==> src/rtl/fracn_pkg.sv <==
// Package: fracn_pkg
// Shared constants and types for the fractional-N sequence generator.
// Assumes a fixed third-order cascade. The carry correction then spans
// -3..+4 and fits a 4-bit signed value.
package fracn_pkg;

    // Number of cascaded first-order accumulator stages
    localparam int MASH_ORDER = 3;

    // Width of the signed carry correction
    localparam int OFS_W = 4;

    // Lowest and highest correction the difference network can produce
    localparam int OFS_MIN = -3;
    localparam int OFS_MAX = 4;

    typedef logic signed [OFS_W-1:0] ofs_t;

    // Widen one carry bit to a signed correction term
    function automatic ofs_t bit_to_ofs(input logic b);
        return ofs_t'({{(OFS_W-1){1'b0}}, b});
    endfunction

endpackage

==> src/rtl/fracn_word_latch.sv <==
// Module: fracn_word_latch
// Holds the working integer and fractional words.
// New values are captured only when load is high. An integer word below
// INT_MIN is raised to INT_MIN at capture.
// Assumes INT_MIN fits in INT_W bits.
module fracn_word_latch #(
    parameter int INT_W   = 12,
    parameter int FRAC_W  = 25,
    parameter int INT_MIN = 31
) (
    input  logic              clk,
    input  logic              rst_n,
    input  logic              load,
    input  logic [INT_W-1:0]  int_word,
    input  logic [FRAC_W-1:0] frac_word,
    output logic [INT_W-1:0]  int_q,
    output logic [FRAC_W-1:0] frac_q
);

    localparam logic [INT_W-1:0] INT_FLOOR = INT_MIN[INT_W-1:0];

    logic [INT_W-1:0] int_clamped;

    // Raise an out-of-range integer word to the legal floor
    always_comb begin
        int_clamped = (int_word < INT_FLOOR) ? INT_FLOOR : int_word;
    end

    // Capture both words on the load strobe
    always_ff @(posedge clk) begin
        if (!rst_n) begin
            int_q  <= INT_FLOOR;
            frac_q <= '0;
        end else if (load) begin
            int_q  <= int_clamped;
            frac_q <= frac_word;
        end
    end

    // working words do not move without a load
    a_r2_hold_without_load: assert property (@(posedge clk) disable iff (!rst_n)
        ($past(rst_n) && !$past(load)) |-> ($stable(int_q) && $stable(frac_q)));

    // a loaded integer is either the requested value or the floor
    a_r3_int_floor: assert property (@(posedge clk) disable iff (!rst_n)
        ($past(rst_n) && $past(load)) |->
            ((int_q >= INT_FLOOR) &&
             ((int_q == $past(int_word)) || ($past(int_word) < INT_FLOOR))));

endmodule

==> src/rtl/fracn_accum_stage.sv <==
// Module: fracn_accum_stage
// One first-order accumulator of the cascade.
// sum_o and carry_o show the wrapped sum and overflow that the next step
// would store. The stored value advances only when step is high.
// Assumes the addend is already stable in the cycle of the step.
module fracn_accum_stage #(
    parameter int W = 25
) (
    input  logic         clk,
    input  logic         rst_n,
    input  logic         step,
    input  logic [W-1:0] addend,
    output logic [W-1:0] sum_o,
    output logic         carry_o
);

    logic [W-1:0] acc;
    logic [W:0]   wide;

    // Add with one extra bit to expose the wrap-around carry
    always_comb begin
        wide    = {1'b0, acc} + {1'b0, addend};
        sum_o   = wide[W-1:0];
        carry_o = wide[W];
    end

    // Store the wrapped sum on each step. A load never clears it.
    always_ff @(posedge clk) begin
        if (!rst_n) begin
            acc <= '0;
        end else if (step) begin
            acc <= sum_o;
        end
    end

    // the accumulator is frozen between ticks
    a_r6_acc_hold: assert property (@(posedge clk) disable iff (!rst_n)
        ($past(rst_n) && !$past(step)) |-> $stable(acc));

endmodule

==> src/rtl/fracn_carry_shaper.sv <==
// Module: fracn_carry_shaper
// Difference network of the third-order cascade.
// It combines this tick's carries with the history of earlier ticks into a
// signed correction: c1 + (c2 - c2') + (c3 - 2*c3' + c3'').
// The history registers advance only on step.
module fracn_carry_shaper
    import fracn_pkg::*;
(
    input  logic                  clk,
    input  logic                  rst_n,
    input  logic                  step,
    input  logic [MASH_ORDER-1:0] carry_i,
    output ofs_t                  offset_o
);

    logic c2_z1;
    logic c3_z1;
    logic c3_z2;

    // Combine current carries with their delayed copies
    always_comb begin
        offset_o = bit_to_ofs(carry_i[0])
                 + bit_to_ofs(carry_i[1]) - bit_to_ofs(c2_z1)
                 + bit_to_ofs(carry_i[2]) - (bit_to_ofs(c3_z1) <<< 1)
                 + bit_to_ofs(c3_z2);
    end

    // Shift the carry history once per tick
    always_ff @(posedge clk) begin
        if (!rst_n) begin
            c2_z1 <= 1'b0;
            c3_z1 <= 1'b0;
            c3_z2 <= 1'b0;
        end else if (step) begin
            c2_z1 <= carry_i[1];
            c3_z1 <= carry_i[2];
            c3_z2 <= c3_z1;
        end
    end

    // the correction stays inside its documented span
    a_r5_offset_range: assert property (@(posedge clk) disable iff (!rst_n)
        (offset_o >= ofs_t'(OFS_MIN)) && (offset_o <= ofs_t'(OFS_MAX)));

    // history does not shift between ticks
    a_r6_history_hold: assert property (@(posedge clk) disable iff (!rst_n)
        ($past(rst_n) && !$past(step)) |-> $stable({c2_z1, c3_z1, c3_z2}));

endmodule

==> src/rtl/fracn_seq_gen.sv <==
// Module: fracn_seq_gen (top)
// Fractional-N divide sequence generator.
// A three-stage accumulator cascade is driven by the working fractional
// word. Its shaped carry correction is added to the working integer word
// on every tick, and the result is registered with a one-cycle valid pulse.
// Assumes integer words of INT_MIN or more, which gives a non-negative result.
module fracn_seq_gen
    import fracn_pkg::*;
#(
    parameter int INT_W   = 12,
    parameter int FRAC_W  = 25,
    parameter int INT_MIN = 31
) (
    input  logic              clk,
    input  logic              rst_n,
    input  logic              tick_en,
    input  logic              load,
    input  logic [INT_W-1:0]  int_word,
    input  logic [FRAC_W-1:0] frac_word,
    output logic [INT_W:0]    div_ratio,
    output logic              div_valid
);

    localparam int RATIO_W = INT_W + 1;

    logic [INT_W-1:0]      int_q;
    logic [FRAC_W-1:0]     frac_q;
    logic [FRAC_W-1:0]     stage_in  [MASH_ORDER];
    logic [FRAC_W-1:0]     stage_sum [MASH_ORDER];
    logic [MASH_ORDER-1:0] carries;
    logic                  unused_tail_sum;
    ofs_t                  offset;
    logic [RATIO_W-1:0]    ratio_next;

    fracn_word_latch #(
        .INT_W  (INT_W),
        .FRAC_W (FRAC_W),
        .INT_MIN(INT_MIN)
    ) words_i (
        .clk      (clk),
        .rst_n    (rst_n),
        .load     (load),
        .int_word (int_word),
        .frac_word(frac_word),
        .int_q    (int_q),
        .frac_q   (frac_q)
    );

    // Build the cascade: stage 0 takes the fraction, later stages take the previous sum
    for (genvar g = 0; g < MASH_ORDER; g++) begin : g_stage
        if (g == 0) begin : g_head
            assign stage_in[g] = frac_q;
        end else begin : g_tail
            assign stage_in[g] = stage_sum[g-1];
        end

        fracn_accum_stage #(
            .W(FRAC_W)
        ) acc_i (
            .clk    (clk),
            .rst_n  (rst_n),
            .step   (tick_en),
            .addend (stage_in[g]),
            .sum_o  (stage_sum[g]),
            .carry_o(carries[g])
        );
    end

    // The last stage's sum feeds nothing further
    assign unused_tail_sum = ^stage_sum[MASH_ORDER-1];

    fracn_carry_shaper shaper_i (
        .clk     (clk),
        .rst_n   (rst_n),
        .step    (tick_en),
        .carry_i (carries),
        .offset_o(offset)
    );

    // Add the sign-extended correction to the integer word
    always_comb begin
        ratio_next = {1'b0, int_q}
                   + {{(RATIO_W-OFS_W){offset[OFS_W-1]}}, offset};
    end

    // Register the ratio on a tick and flag it for one cycle
    always_ff @(posedge clk) begin
        if (!rst_n) begin
            div_ratio <= '0;
            div_valid <= 1'b0;
        end else begin
            div_valid <= tick_en;
            if (tick_en) begin
                div_ratio <= ratio_next;
            end
        end
    end

    // each valid ratio sits within INT-3 .. INT+4 of the integer used at its tick
    a_r5_ratio_range: assert property (@(posedge clk) disable iff (!rst_n)
        div_valid |->
            (({1'b0, $past(int_q)} <= div_ratio + RATIO_W'(3)) &&
             (div_ratio <= {1'b0, $past(int_q)} + RATIO_W'(4))));

    // valid follows the tick by exactly one cycle
    a_r6_valid_follows_tick: assert property (@(posedge clk) disable iff (!rst_n)
        $past(rst_n) |-> (div_valid == $past(tick_en)));

    // the ratio holds after a cycle with no tick
    a_r6_ratio_hold: assert property (@(posedge clk) disable iff (!rst_n)
        ($past(rst_n) && !$past(tick_en)) |-> $stable(div_ratio));

endmodule

==> config.mk <==
export PLATFORM = sky130hd
export DESIGN_NAME = fracn_seq_gen
export DESIGN_NICKNAME = d
export VERILOG_FILES = /design/src/rtl/fracn_pkg.sv /design/src/rtl/fracn_word_latch.sv /design/src/rtl/fracn_accum_stage.sv /design/src/rtl/fracn_carry_shaper.sv /design/src/rtl/fracn_seq_gen.sv
export SDC_FILE = /design/constraint.sdc
export NUM_CORES = 1
export LEC_CHECK = 0
export BUFFER_PORTS_ARGS = -buffer_cell sky130_fd_sc_hd__buf_2
export CORE_MARGIN = 3
export CORE_UTILIZATION = 43
export CTS_CLUSTER_DIAMETER = 80
export DETAILED_ROUTE_END_ITERATION = 10
export PLACE_DENSITY = 0.64
export SLEW_MARGIN = 30
export SYNTH_ARGS = -nofsm -noshare
export SYNTH_HDL_FRONTEND = slang
export SYNTH_SLANG_ARGS = --single-unit
==> constraint.sdc <==
create_clock -name clk -period 7.2 [get_ports clk]
set_input_delay 0.36 -clock clk [delete_from_list [all_inputs] [get_ports clk]]
set_output_delay 0.36 -clock clk [all_outputs]
set_load 0.05 [all_outputs]
### Yosys cells after proc, flatten, opt, wreduce, memory -nomap -nowiden

Index checks and enable logic that the tools add are counted.

* order comparisons: 1
* mux-type cells: 1
* add/subtract/negate cells: 9

Operator list (number)
* $add 25x25->26: 3
* $add 12x13->13: 1
* $lt 12x5->1 const B: 1
* $mux 12: 1
* $add 4x2->4: 2
* $sub 4x2->4: 1
* $sub 4x3->4: 1
* $add 1x1->2: 1

* input bits: 41
* bits in registers: 129

### Longest topological paths before layout

Gate-level depths: netlist of run 1.

* depth in word-level cells: 8
* gate-level depth with buffers: 40
* gate-level depth less buffers: 39

### Modules after synthesis

From an unflattened synthesis of run 1, not the netlist that was laid out.

* cells, all modules: 1112
* area total of the unflattened synthesis: 9756.9 um^2

By module, submodules not included
* fracn_accum_stage: times used 3, cells each 278, area each 2327.2 um^2, seq. area each 500.5 um^2
* fracn_word_latch: times used 1, cells each 131, area each 1448.9 um^2, seq. area each 740.7 um^2
* fracn_seq_gen: times used 1, cells each 126, area each 1104.8 um^2, seq. area each 280.3 um^2
* fracn_carry_shaper: times used 1, cells each 21, area each 221.5 um^2, seq. area each 60.1 um^2

### Worst setup path after synthesis of run 1

Ideal clock, no wire load.

* path kind: register to register
* start point: register words_i.frac_q[0]
* end point: register div_ratio[10]
* arrival time: 7.795 ns
* stages on the path, launching flop included: 40
* clock period less this slack: 7.874 ns
* library setup time: 0.079 ns
* path slack: -0.674 ns
* required time: 7.121 ns
* cell sequence: dfxtp_1 > ha_1 > fa_1 > nand3_1 > a21boi_1 > o21ai_1 > a22oi_1 > a21oi_1 > xnor2_1 > ha_1 > buf_2 > a21oi_2 > o211ai_1 > a21o_1 > a221oi_1 > a21bo_1 > xor2_1 > ha_1 > [4 not listed] > o21ai_0 > a211oi_1 > ha_1 > inv_1 > fa_1 > ha_1 > inv_1 > ha_1 > inv_1 > ha_1 > nor2b_1 > nor2_1 > o21ai_0 > a211oi_1 > mux2i_1 > a211oi_1 > nand4_1 > o211ai_1

* elaborated cells between the ends (all ways): 9

RTL lines
* start: declaration: RTL line fracn_word_latch.sv:17 `output logic [FRAC_W-1:0] frac_q`
* start signal: assignment: RTL line fracn_word_latch.sv:36 `frac_q <= frac_word;`
* $add 25x25->26: RTL line fracn_accum_stage.sv:22 `wide = {1'b0, acc} + {1'b0, addend};`
* via g_stage[0].acc_i.sum_o[14]: RTL line fracn_accum_stage.sv:13 `output logic [W-1:0] sum_o,`
* $add 25x25->26: RTL line fracn_accum_stage.sv:22
* via g_stage[1].acc_i.sum_o[19]: RTL line fracn_accum_stage.sv:13
* $add 25x25->26: RTL line fracn_accum_stage.sv:22
* $add 4x2->4: RTL line fracn_carry_shaper.sv:24 `+ bit_to_ofs(carry_i[2]) - (bit_to_ofs(c3_z1) <<< 1)`
* $sub 4x3->4: RTL line fracn_carry_shaper.sv:24
* $add 4x2->4: RTL line fracn_carry_shaper.sv:25 `+ bit_to_ofs(c3_z2);`
* $add 12x13->13: RTL line fracn_seq_gen.sv:83 `+ {{(RATIO_W-OFS_W){offset[OFS_W-1]}}, offset};`
* end signal: assignment: RTL line fracn_seq_gen.sv:94 `div_ratio <= ratio_next;`
* end: declaration: RTL line fracn_seq_gen.sv:20 `output logic [INT_W:0] div_ratio,`

The timed path passes the listed nets, and every way through them passes these cells.
A chain may end at the register's enable or synchronous reset.

### Worst setup path in the final report of run 1

* start point: register words_i.frac_q[1]
* end point: register div_ratio[9]

The elaborated chain is that of the path after synthesis.

==> results of run 1 <==
## placed cells by master, fill, tap and decap left out, types with 12 or more instances in the layout
| master | count |
|---|---|
| mux2i_1 | 64 |
| inv_1 | 25 |
| ha_1 | 78 |
| nand4_1 | 19 |
| nor2b_1 | 70 |
| nor3_1 | 12 |
| nor2_1 | 41 |
| a21oi_1 | 62 |
| buf_2 | 54 |
| dfxtp_1 | 125 |
| o21ai_0 | 41 |
| xor2_1 | 33 |
| xnor2_1 | 38 |
| nand3_1 | 21 |
| a21o_1 | 35 |
| nand2_1 | 77 |
| a22o_1 | 21 |
| clkbuf_16 | 17 |
| buf_4 | 189 |
## worst max-delay path, delay by kind of cell (launching register included)
family | cells | cell delay, ns
compound gates | 19 | 3.81
fa+ha+maj | 8 | 2.08
simple gates | 6 | 0.63
flops | 1 | 0.34
xor+xnor | 2 | 0.28
mux | 1 | 0.15
buf+inv | 3 | 0.11
## worst max path at each step
| stage | from | end | slack (ns) | cells past startpoint |
|---|---|---|---|---|
| floorplan | g_stage[0].acc_i.acc[0] | div_ratio[9] | -0.04 | 39 |
| global placement | words_i.frac_q[10] | div_ratio[10] | -0.31 | 36 |
| detailed placement | words_i.frac_q[1] | div_ratio[10] | -0.51 | 37 |
| CTS | words_i.frac_q[1] | div_ratio[9] | -0.34 | 36 |
| global route | words_i.frac_q[1] | div_ratio[9] | -0.77 | 37 |
| finish | words_i.frac_q[1] | div_ratio[9] | -0.32 | 39 |
## cells in the mapped netlist (7+ instances only)
library cell / count / area share (%)
a31oi_1: 9 / 0.62
o21bai_1: 7 / 0.58
nor2b_1: 72 / 5.0
o21ai_1: 11 / 0.61
and3_1: 13 / 0.90
xor2_1: 34 / 3.3
nor2_1: 43 / 1.8
ha_1: 86 / 12
xnor2_1: 41 / 4.0
nand3_1: 22 / 1.2
dfxtp_1: 129 / 29
nand2_1: 79 / 3.3
mux2i_1: 64 / 7.1
a22o_1: 21 / 2.0
nand2b_1: 9 / 0.62
a21oi_1: 71 / 3.9
o21a_1: 7 / 0.58
clkbuf_1: 52 / 2.2
nor3_1: 13 / 0.72
o31ai_1: 8 / 0.67
o21ai_0: 50 / 2.8
a211oi_1: 12 / 1.0
nand4_1: 19 / 1.3
a21o_1: 35 / 2.9
inv_1: 28 / 1.2
o211a_1: 9 / 1.0
## kinds of logic (layout without fill, tap and decap cells)
group           count (synthesis)  count (layout)
compound gates                299             299
fa+ha+maj                      92              92
xor+xnor                       75              75
flops                         129             129
mux                            64              64
simple gates                  302             302
buf+inv                        86             309
## report_power, final
group,internal (mW),switching (mW)
Clock,0.623,0.340
Combinational,0.667,0.690
Sequential,0.812,0.0657
## registers in the layout, indices dropped and copies added (netlist names)
| name | flops |
|---|---|
| shaper_i.c3_z1 | 1 |
| div_ratio | 13 |
| g_stage.acc_i.acc | 75 |
| shaper_i.c2_z1 | 1 |
| shaper_i.c3_z2 | 1 |
| words_i.int_q | 12 |
| div_valid | 1 |
| words_i.frac_q | 25 |
## stage by stage
step	cell area, um2	worst slack [ns]
2_1_floorplan	9190	-0.0352
4_1_cts	11700	-0.340
3_5_place_dp	10800	-0.506
5_1_grt	11900	-0.767
3_3_place_gp	10800	-0.308
6_report	11900	-0.321
## cell type report
class / instances / area [um2] / area share, %
clock inverter: 13 / 210 / 1.76
timing repair buffer: 248 / 1750 / 14.6
clock buffer: 19 / 443 / 3.71
inverter: 29 / 109 / 0.911
sequential: 129 / 2590 / 21.7
multi-input combinational: 832 / 6520 / 54.5
tap: 270 / 338 / 2.83
## what timing repair did
action,4_1_cts,5_1_grt
setup buffers,22,11
pin swaps,22,20
resized for setup,28,27
gates cloned,0,0
setup endpoints to repair,9,11
## layer usage
metal | wire [um] | vias up | GRT usage, %
met5 | 0 | - | 0
met4 | 320 | 0 | 6.21
met3 | 539 | 19 | 2.72
met2 | 11500 | 101 | 36.1
met1 | 10800 | 3885 | 26.7
li1 | - | 4246 | -
==> impl_results.md, run 1 <==
- Status: complete, but fails checks
- Failing checks: setup timing
- Clock skew: 0.0140 ns
- Fin. Hold Viols: 0
- Initial drt markers: 313
- Avg WL per Cell: 15.0 um
- Ant. Diodes: 0
- Final Worst Setup Slack: -0.321 ns
- Synthesis-stage register bit count: between 100 and 150
- Num rows: 52
- Main synth FF type: dfxtp_1
- F_max: 0.133 GHz
- Max incr delay on CP: 0.49 ns
- Async SR Flop Fraction: 0%
- Hold buffers post-CTS: 0
- Hold Path End: words_i.int_q[0]
- Slowest cell on crit path: fa_1
- Die width: between 150 and 200 um
- DRC: 0
- Num Clock Sinks: around 130
- Max_slew headroom: 42.6%
- Avg Cell Area, Syn: roughly 8.6 um2
- Grt ovf: 0
- Count of input and output buffers: 54
- R2r startpoint: words_i.frac_q[1]
- Max Cap Viol: 0
- Clk pin slew, worst setup/hold paths: approximately 0.06 ns
- Final setup vio count: 9
- P&R area growth vs syn: 32.4%
- Number of flops mapped to enable cells by yosys: 0
- DIE HEIGHT: 151 um
- Fin Setup TNS: -2.04 ns
- Total chip power: 3.20 mW
- Hold Crit Start: int_word[0]
- Via Count: 8251
- Post-synth cell types: between 70 and 80
- Routed Antenna Nets: 0
- Hold Crit Depth: 3
- CTS root buffer: clkbuf_16
- Post-Synthesis Cell Area: roughly 9000 um2
- Power Dens Cells: 268 nW/um2
- Post-synthesis compound-gate area fraction: 22.7%
- XOR/XNOR share of the synthesized area: under 10%
- Total GRT Usage: 20.7%
- Number of buffers created by CTS: 17
- Vias in the first global route: a little over 8000
- Leakage power figure: 5.70 nW
- Sequential fraction of the synthesis area: 28.6%
- H-tree depth: 4
- Nets: about 1400
- Filler cells: 1797
- Vias per inst: 5.36
- CP Capture Type: flop
- Die footprint: 22800 um2
- CP required: 7.51 ns
- Simple-Gate Fraction of Synth Area: between 10% and 20%
- Startpoint Class: flop
- Post-Synthesis Cells: 1047
- Initial antenna violation count: 0
- Least-Margin Pin Slew: roughly 0.86 ns
- Initial Util: 44.2%
- Reg-to-reg critical path endpoint: div_ratio[9]
- GP Congestion: 0.886
- Clk Latency, worst-skew pair: approximately 0.43 ns
- Flop-to-flop setup slack: -0.32 ns
- Synth warn: 0
- Max Slew Vio Count: 0
- Final core utilization: 58.5%
- Worst R2R Path Depth: 39
- Largest net degree at the start of global routing: 95
- First-pass GRT wire length: 38.6 mm
- Io pins: 55
- CP Data Arrival Time: ~8 ns
- Unrepaired setup endpoints after global routing: yes
- Layout cell share with drive strength beyond 1: 28.3%
- Synth Area in Adders: about an eighth
- Pre-Repair DR Iteration Count: 5
- Syn_nets: 1180
- Kind of critical path: flop to flop
- Placed Instances: 1476
- Max Root-Sink Buffers: 2
- Placeable Area: 20400 um2
- VDD IR max: 181 uV
- Min cycle time layout: 7.52 ns
- Period utilization: 104%
- Main combinational cell family by area after synthesis: compound AO/OA/AOI/OAI gates
- Hold slack: 0.162 ns
- Post-synthesis mux area share: 7.10%
- Final WL: roughly 23 mm
- Detailed placement HPWL: 16.1 mm
- Min-delay worst type: input pin to flop
- CTS tree: yes
- Worst-path fanout max: 4
- Post-Layout Cell Count: 1540
Note: power is estimated with default switching activity, not from simulation.
==> inputs of run 2 (changes only) <==
==> constraint.sdc (replaced) <==
create_clock -name clk -period 6.75 [get_ports clk]
set_input_delay 0.3375 -clock clk [delete_from_list [all_inputs] [get_ports clk]]
set_output_delay 0.3375 -clock clk [all_outputs]
set_load 0.05 [all_outputs]
==> run 2 against run 1 <==
The run still ends with setup timing left. Final area up 1.8%. Worst setup slack worse by 0.49 ns. Maximum frequency down 0.47%. Largest cell class unchanged. Core utilization up 1.1 points. Clock skew down 0.0044 ns. Register-to-register slack worse by 0.49 ns. Routed wire length up 1.6%. Clock-buffer cell count up 4. Via count up 2.8%. Sequential share of layout area down 0.39 points. Die area unchanged. Highest routed layer unchanged. Clock power down 7.0%.
==> impl_results.md, run 2 (synthesis gave the netlist of run 1 again) <==
- Switching Share: 35.1% (+0.84 points)
- Die width: 151 um (unchanged)
- Critical path's top delay family: compound AO/OA/AOI/OAI gates
- GP Congestion: 0.873 (-1.5%)
- Max reg flops: 75 (unchanged)
- Largest net degree at the start of global routing: 96 (+1.1%)
- Least-Margin Pin Slew: 0.888 ns (+0.0265 ns)
- Final WL: 23.5 mm (+1.6%)
- Initial drt markers: 329 (+5.1%)
- Layout cell share with drive strength beyond 1: 30.4% (+2.1 points)
- Clk pin slew, worst setup/hold paths: 0.06 ns (about the same)
- Leakage power figure: 5.90 nW (+3.6%)
- Startpoint Class: flop
- Largest Register: g_stage.acc_i.acc
- Most frequent cells in the layout: buf_4 (230), dfxtp_1 (125), nand2_1 (78), ha_1 (74), nor2b_1 (70)
- Slowest cell on crit path: fa_1
- Total GRT Usage: 21.2% (+0.53 points)
- Avg WL per Cell: 14.9 um (-0.87%)
- Via Count: 8483 (+2.8%)
- Hold buffers post-CTS: 0 (unchanged)
- Max Root-Sink Buffers: 2 (unchanged)
- Status: complete, but fails checks
- Min cycle time layout: 7.56 ns (+0.0356 ns)
- Clock skew: 0.00964 ns (-0.00440 ns)
- CP Data Arrival Time: 7.87 ns (+0.04 ns)
- M1 GR Usage: 27.0% (+0.30 points)
- Critical path depth in cells: 37 (-5.1%)
- Max Cap Viol: 0 (unchanged)
- Num Clock Sinks: 129 (unchanged)
- CTS tree: yes
- P&R area growth vs syn: 34.8%
- Die footprint: 22800 um2 (unchanged)
- Power Dens Cells: 276 nW/um2 (+3.1%)
- Placeable Area: 20400 um2 (unchanged)
- Worst R2R Path Depth: 37 (-5.1%)
- GRT Max-Usage Layer: met2
- First-pass GRT wire length: 39.4 mm (+2.2%)
- CP required: 7.07 ns (-0.44 ns)
- Final setup vio count: 11 (+2)
- Initial Util: 44.2% (unchanged)
- Period utilization: 112% (+7.5 points)
- Number of buffers created by CTS: 17 (unchanged)
- DIE HEIGHT: 151 um (unchanged)
- Placed Instances: 1532 (+3.8%)
- Clock share of power: 26.7% (-3.4 points)
- Kind of critical path: flop to flop
- Grt ovf: 0 (unchanged)
- Detailed placement HPWL: 16.7 mm (+3.9%)
- Vias in the first global route: 8279 (+0.99%)
- Int Pwr: 2.18 mW (+3.7%)
- F_max: 0.132 GHz (-0.47%)
- Worst-path fanout max: 4 (unchanged)
- GR Layer Usage met3: 3.98% (+1.3 points)
- Biggest regs: g_stage.acc_i.acc: 75 flops, words_i.frac_q: 25 flops, div_ratio: 13 flops
- Logic pwr share: 45.4% (+3.0 points)
- Vias per inst: 5.37 (+0.27%)
- Post-placement setup slack: -1.03 ns (-0.520 ns)
- Count of input and output buffers: 54 (unchanged)
- Filler cells: 1866 (+3.8%)
- Num rows: 52 (unchanged)
- Psw: 1.18 mW (+7.6%)
- Initial antenna violation count: 0 (unchanged)
- Fin. Hold Viols: 0 (unchanged)
- Hold slack: 0.138 ns (-0.0238 ns)
- Failing checks: setup timing
- Max Slew Vio Count: 0 (unchanged)
- Leading cell type in the layout, fill and taps excluded: buf_4
- Min-delay worst type: input pin to flop
- Reg power frac: 27.9% (+0.5 points)
- Nets: 1429 (+2.8%)
- Pre-Repair DR Iteration Count: 5 (unchanged)
- Max_slew headroom: 40.7% (-1.9 points)
- Final Worst Setup Slack: -0.806 ns (-0.486 ns)
- Fin Setup TNS: -6.86 ns (-4.82 ns)
- Ant. Diodes: 0 (unchanged)
- Final core utilization: 59.5% (+1.1 points)
- Hold Crit Depth: 3 (unchanged)
- VDD IR max: 188 uV (+4.0%)
- Clk Latency, worst-skew pair: 0.43 ns (about the same)
- Max incr delay on CP: 0.52 ns (+0.03 ns)
- CP Capture Type: flop
- Post-Layout Cell Count: 1579 (+2.5%)
- Unrepaired setup endpoints after global routing: yes
- DRC: 0 (unchanged)
- WP buf/inv: 5 (+2)
- Routed Antenna Nets: 0 (unchanged)
- H-tree depth: 4 (unchanged)
- CTS root buffer: clkbuf_16
- Met2 global-route usage: 36.3% (+0.22 points)
- Io pins: 55 (unchanged)
run 2: what timing repair did:
item / CTS / global route
gates cloned: 0 / 0
setup endpoints to repair: 12 / 12
buffers inserted: 9 / 6
pin swaps: 23 / 14
gates resized for setup: 24 / 26
run 2: worst paths after layout:
| check | start | slack (ns) | to |
|---|---|---|---|
| max | words_i.frac_q[3] | -0.81 | div_ratio[9] |
| min | int_word[4] | 0.14 | words_i.int_q[4] |
| max reg2reg | words_i.frac_q[3] | -0.81 | div_ratio[9] |
| min reg2reg | g_stage[2].acc_i.acc[11] | 0.46 | g_stage[2].acc_i.acc[11] |
run 2: per-layer routing:
metal	routed length, um	up-vias	share of wire [%]
met3	623	39	2.6
li1	-	4342	-
met2	11500	114	49
met5	0	-	0
met1	10900	3988	46
met4	532	0	2.3
run 2: worst min-delay path, stage by stage:
cell and delay (ns):
buf_2 0.08, o22ai_1 0.06, nand2_1 0.06
run 2: area by class of cell:
type | instances | area [um2] | share of cell area [%]
clock buffer | 23 | 488 | 4.01
tap | 270 | 338 | 2.78
clock inverter | 9 | 81.3 | 0.669
sequential | 129 | 2590 | 21.3
timing repair buffer | 287 | 2050 | 16.8
multi-input combinational | 832 | 6510 | 53.5
inverter | 29 | 111 | 0.915
run 2: power by group through the flow:
stage / registers, mW / logic, mW / clock network (mW)
2_1_floorplan: 0.969 / 0.879 / 0
3_3_place_gp: 0.949 / 1.41 / 0
3_5_place_dp: 0.951 / 1.44 / 0
4_1_cts: 0.938 / 1.49 / 0.918
5_1_grt: 0.951 / 1.69 / 0.947
6_report: 0.938 / 1.53 / 0.896
run 2: per-stage QoR:
stage	power, mW	cell area (um2)
CTS	3.34	12000
global route	3.59	12200
finish	3.36	12200
detailed placement	2.39	11200
global placement	2.36	11200
floorplan	1.85	9200
==> inputs of run 3 (changes only) <==
--- a/config.mk
+++ b/config.mk
@@ -10,7 +10,7 @@
 export CORE_UTILIZATION = 43
 export CTS_CLUSTER_DIAMETER = 80
 export DETAILED_ROUTE_END_ITERATION = 10
-export PLACE_DENSITY = 0.64
+export PLACE_DENSITY = 0.72
 export SLEW_MARGIN = 30
 export SYNTH_ARGS = -nofsm -noshare
 export SYNTH_HDL_FRONTEND = slang
==> run 3 against run 2 <==
The flow still finishes with violations (setup timing). Global-route usage rose by 0.52 points. Sequential cell count did not move. Sequential power barely moved. Register-to-register slack got worse by 0.03 ns. Total power rose by 4.7%. Hold slack got worse by 0.0028 ns.
==> impl_results.md, run 3 (synthesis gave the netlist of run 1 again) <==
- Clk Latency, worst-skew pair: 0.43 ns (about the same)
- Hold Crit Depth: 3 (unchanged)
- Worst R2R Path Depth: 38 (+2.7%)
- Filler cells: 1733 (-7.1%)
- Final WL: 24.5 mm (+4.1%)
- CTS tree: yes
- Placeable Area: 20400 um2 (unchanged)
- WP buf/inv: 5 (unchanged)
- Biggest regs: g_stage.acc_i.acc: 75 flops, words_i.frac_q: 25 flops, div_ratio: 13 flops
- Avg WL per Cell: 15.4 um (+3.4%)
- Die footprint: 22800 um2 (unchanged)
- Die width: 151 um (unchanged)
- Leakage power figure: 5.95 nW (+0.70%)
- Most frequent cells in the layout: buf_4 (239), dfxtp_1 (124), nand2_1 (77), ha_1 (74), nor2b_1 (70)
- First-pass GRT wire length: 40.4 mm (+2.4%)
- Via Count: 8644 (+1.9%)
- Largest Register: g_stage.acc_i.acc
- CP Capture Type: flop
- Num rows: 52 (unchanged)
- Worst-path fanout max: 4 (unchanged)
- Fin Setup TNS: -7.53 ns (-0.671 ns)
- Min-delay worst type: input pin to flop
- Min cycle time layout: 7.59 ns (+0.0336 ns)
- Final core utilization: 60.3% (+0.72 points)
- Vias per inst: 5.44 (+1.3%)
- CP required: 7.07 ns (about the same)
- Post-Layout Cell Count: 1589 (+0.63%)
- Routed Antenna Nets: 0 (unchanged)
- Power Dens Cells: 286 nW/um2 (+3.4%)
- Placed Instances: 1517 (-0.98%)
- Footprint of the multi-input gates: 6520 um2 (+0.17%)
- Layout cell share with drive strength beyond 1: 31.1% (+0.68 points)
- Vias in the first global route: 8599 (+3.9%)
- Max Root-Sink Buffers: 2 (unchanged)
- Area of all sequential standard cells: 2590 um2 (+0.15%)
- Leading cell type in the layout, fill and taps excluded: buf_4
- GP Congestion: 0.908 (+4.0%)
- VDD IR max: 192 uV (+2.2%)
- Max Slew Vio Count: 0 (unchanged)
- Pre-Repair DR Iteration Count: 5 (unchanged)
- Least-Margin Pin Slew: 0.841 ns (-0.0463 ns)
- Final Worst Setup Slack: -0.840 ns (-0.0336 ns)
- Max_slew headroom: 43.8% (+3.2 points)
- Critical path depth in cells: 38 (+2.7%)
- Max reg flops: 75 (unchanged)
- Largest net degree at the start of global routing: 56 (-42%)
- Max incr delay on CP: 0.56 ns (+0.04 ns)
- Failing checks: setup timing
- F_max: 0.132 GHz (-0.44%)
- Io pins: 55 (unchanged)
- DRC: 0 (unchanged)
- Total GRT Usage: 21.8% (+0.52 points)
- Fin. Hold Viols: 0 (unchanged)
- Max Cap Viol: 0 (unchanged)
- Nets: 1439 (+0.70%)
- Hold slack: 0.136 ns (-0.00279 ns)
- H-tree depth: 4 (unchanged)
- Final setup vio count: 11 (unchanged)
- Critical path's top delay family: compound AO/OA/AOI/OAI gates
- Ant. Diodes: 0 (unchanged)
- Grt ovf: 0 (unchanged)
- Kind of critical path: flop to flop
- CTS root buffer: clkbuf_16
- Clock skew: 0.00722 ns (-0.00242 ns)
- P&R area growth vs syn: 36.4%
- Total chip power: 3.52 mW (+4.7%)
- Initial drt markers: 521 (+58%)
- Num Clock Sinks: 129 (unchanged)
- Hold buffers post-CTS: 0 (unchanged)
- Number of buffers created by CTS: 17 (unchanged)
- Clk pin slew, worst setup/hold paths: 0.06 ns (about the same)
- Startpoint Class: flop
- Period utilization: 112% (+0.50 points)
- Detailed placement HPWL: 16.6 mm (-0.39%)
- Initial Util: 44.2% (unchanged)
- Initial antenna violation count: 0 (unchanged)
- DIE HEIGHT: 151 um (unchanged)
- CP Data Arrival Time: 7.91 ns (+0.04 ns)
- Slowest cell on crit path: fa_1
- Status: complete, but fails checks
- Count of input and output buffers: 54 (unchanged)
- Unrepaired setup endpoints after global routing: yes
[run 3: where the power goes]
group / total [mW] / leakage [nW] / internal (mW) / switching [mW]
registers: 0.941 / 1.06 / 0.866 / 0.0750
clock network: 1.02 / 0.305 / 0.656 / 0.362
logic: 1.56 / 4.58 / 0.791 / 0.766
total: 3.52 / 5.95 / 2.31 / 1.20
[run 3: repair_timing]
action | 4_1_cts | 5_1_grt
pin swaps | 52 | 23
endpoints found under the setup margin | 11 | 12
buffers inserted | 37 | 4
resized for setup | 29 | 22
[run 3: area by class of cell]
| cell class | count | share of cell area [%] |
|---|---|---|
| clock buffer | 23 | 3.96 |
| clock inverter | 9 | 1.24 |
| inverter | 29 | 0.884 |
| multi-input combinational | 832 | 53.0 |
| sequential | 129 | 21.0 |
| tap | 270 | 2.74 |
| timing repair buffer | 297 | 17.1 |
[run 3: worst paths after layout]
kind	end	from	slack, ns
max	div_ratio[9]	words_i.frac_q[1]	-0.84
min	words_i.int_q[0]	int_word[0]	0.14
max reg2reg	div_ratio[9]	words_i.frac_q[1]	-0.84
min reg2reg	g_stage[2].acc_i.acc[23]	g_stage[2].acc_i.acc[23]	0.46
[run 3: per-layer routing]
metal | share of wire (%) | global-route usage, % | routed length (um) | vias up
met2 | 50 | 38.4 | 12200 | 188
met1 | 44 | 26.9 | 10800 | 4072
met5 | 0 | 0 | 0 | -
met4 | 2.4 | 8.25 | 599 | 0
met3 | 3.6 | 2.99 | 886 | 52
li1 | - | - | - | 4332
[run 3: worst min-delay path, cell delays in order]
cell and delay (ns):
buf_2 0.08, o22ai_1 0.06, nand2_1 0.06
[run 3: stage by stage]
stage / cell area (um2) / setup WS, ns
floorplan: 9200 / -0.485
global route: 12300 / -1.29
detailed placement: 11100 / -0.843
global placement: 11100 / -0.611
CTS: 12200 / -0.861
finish: 12300 / -0.840
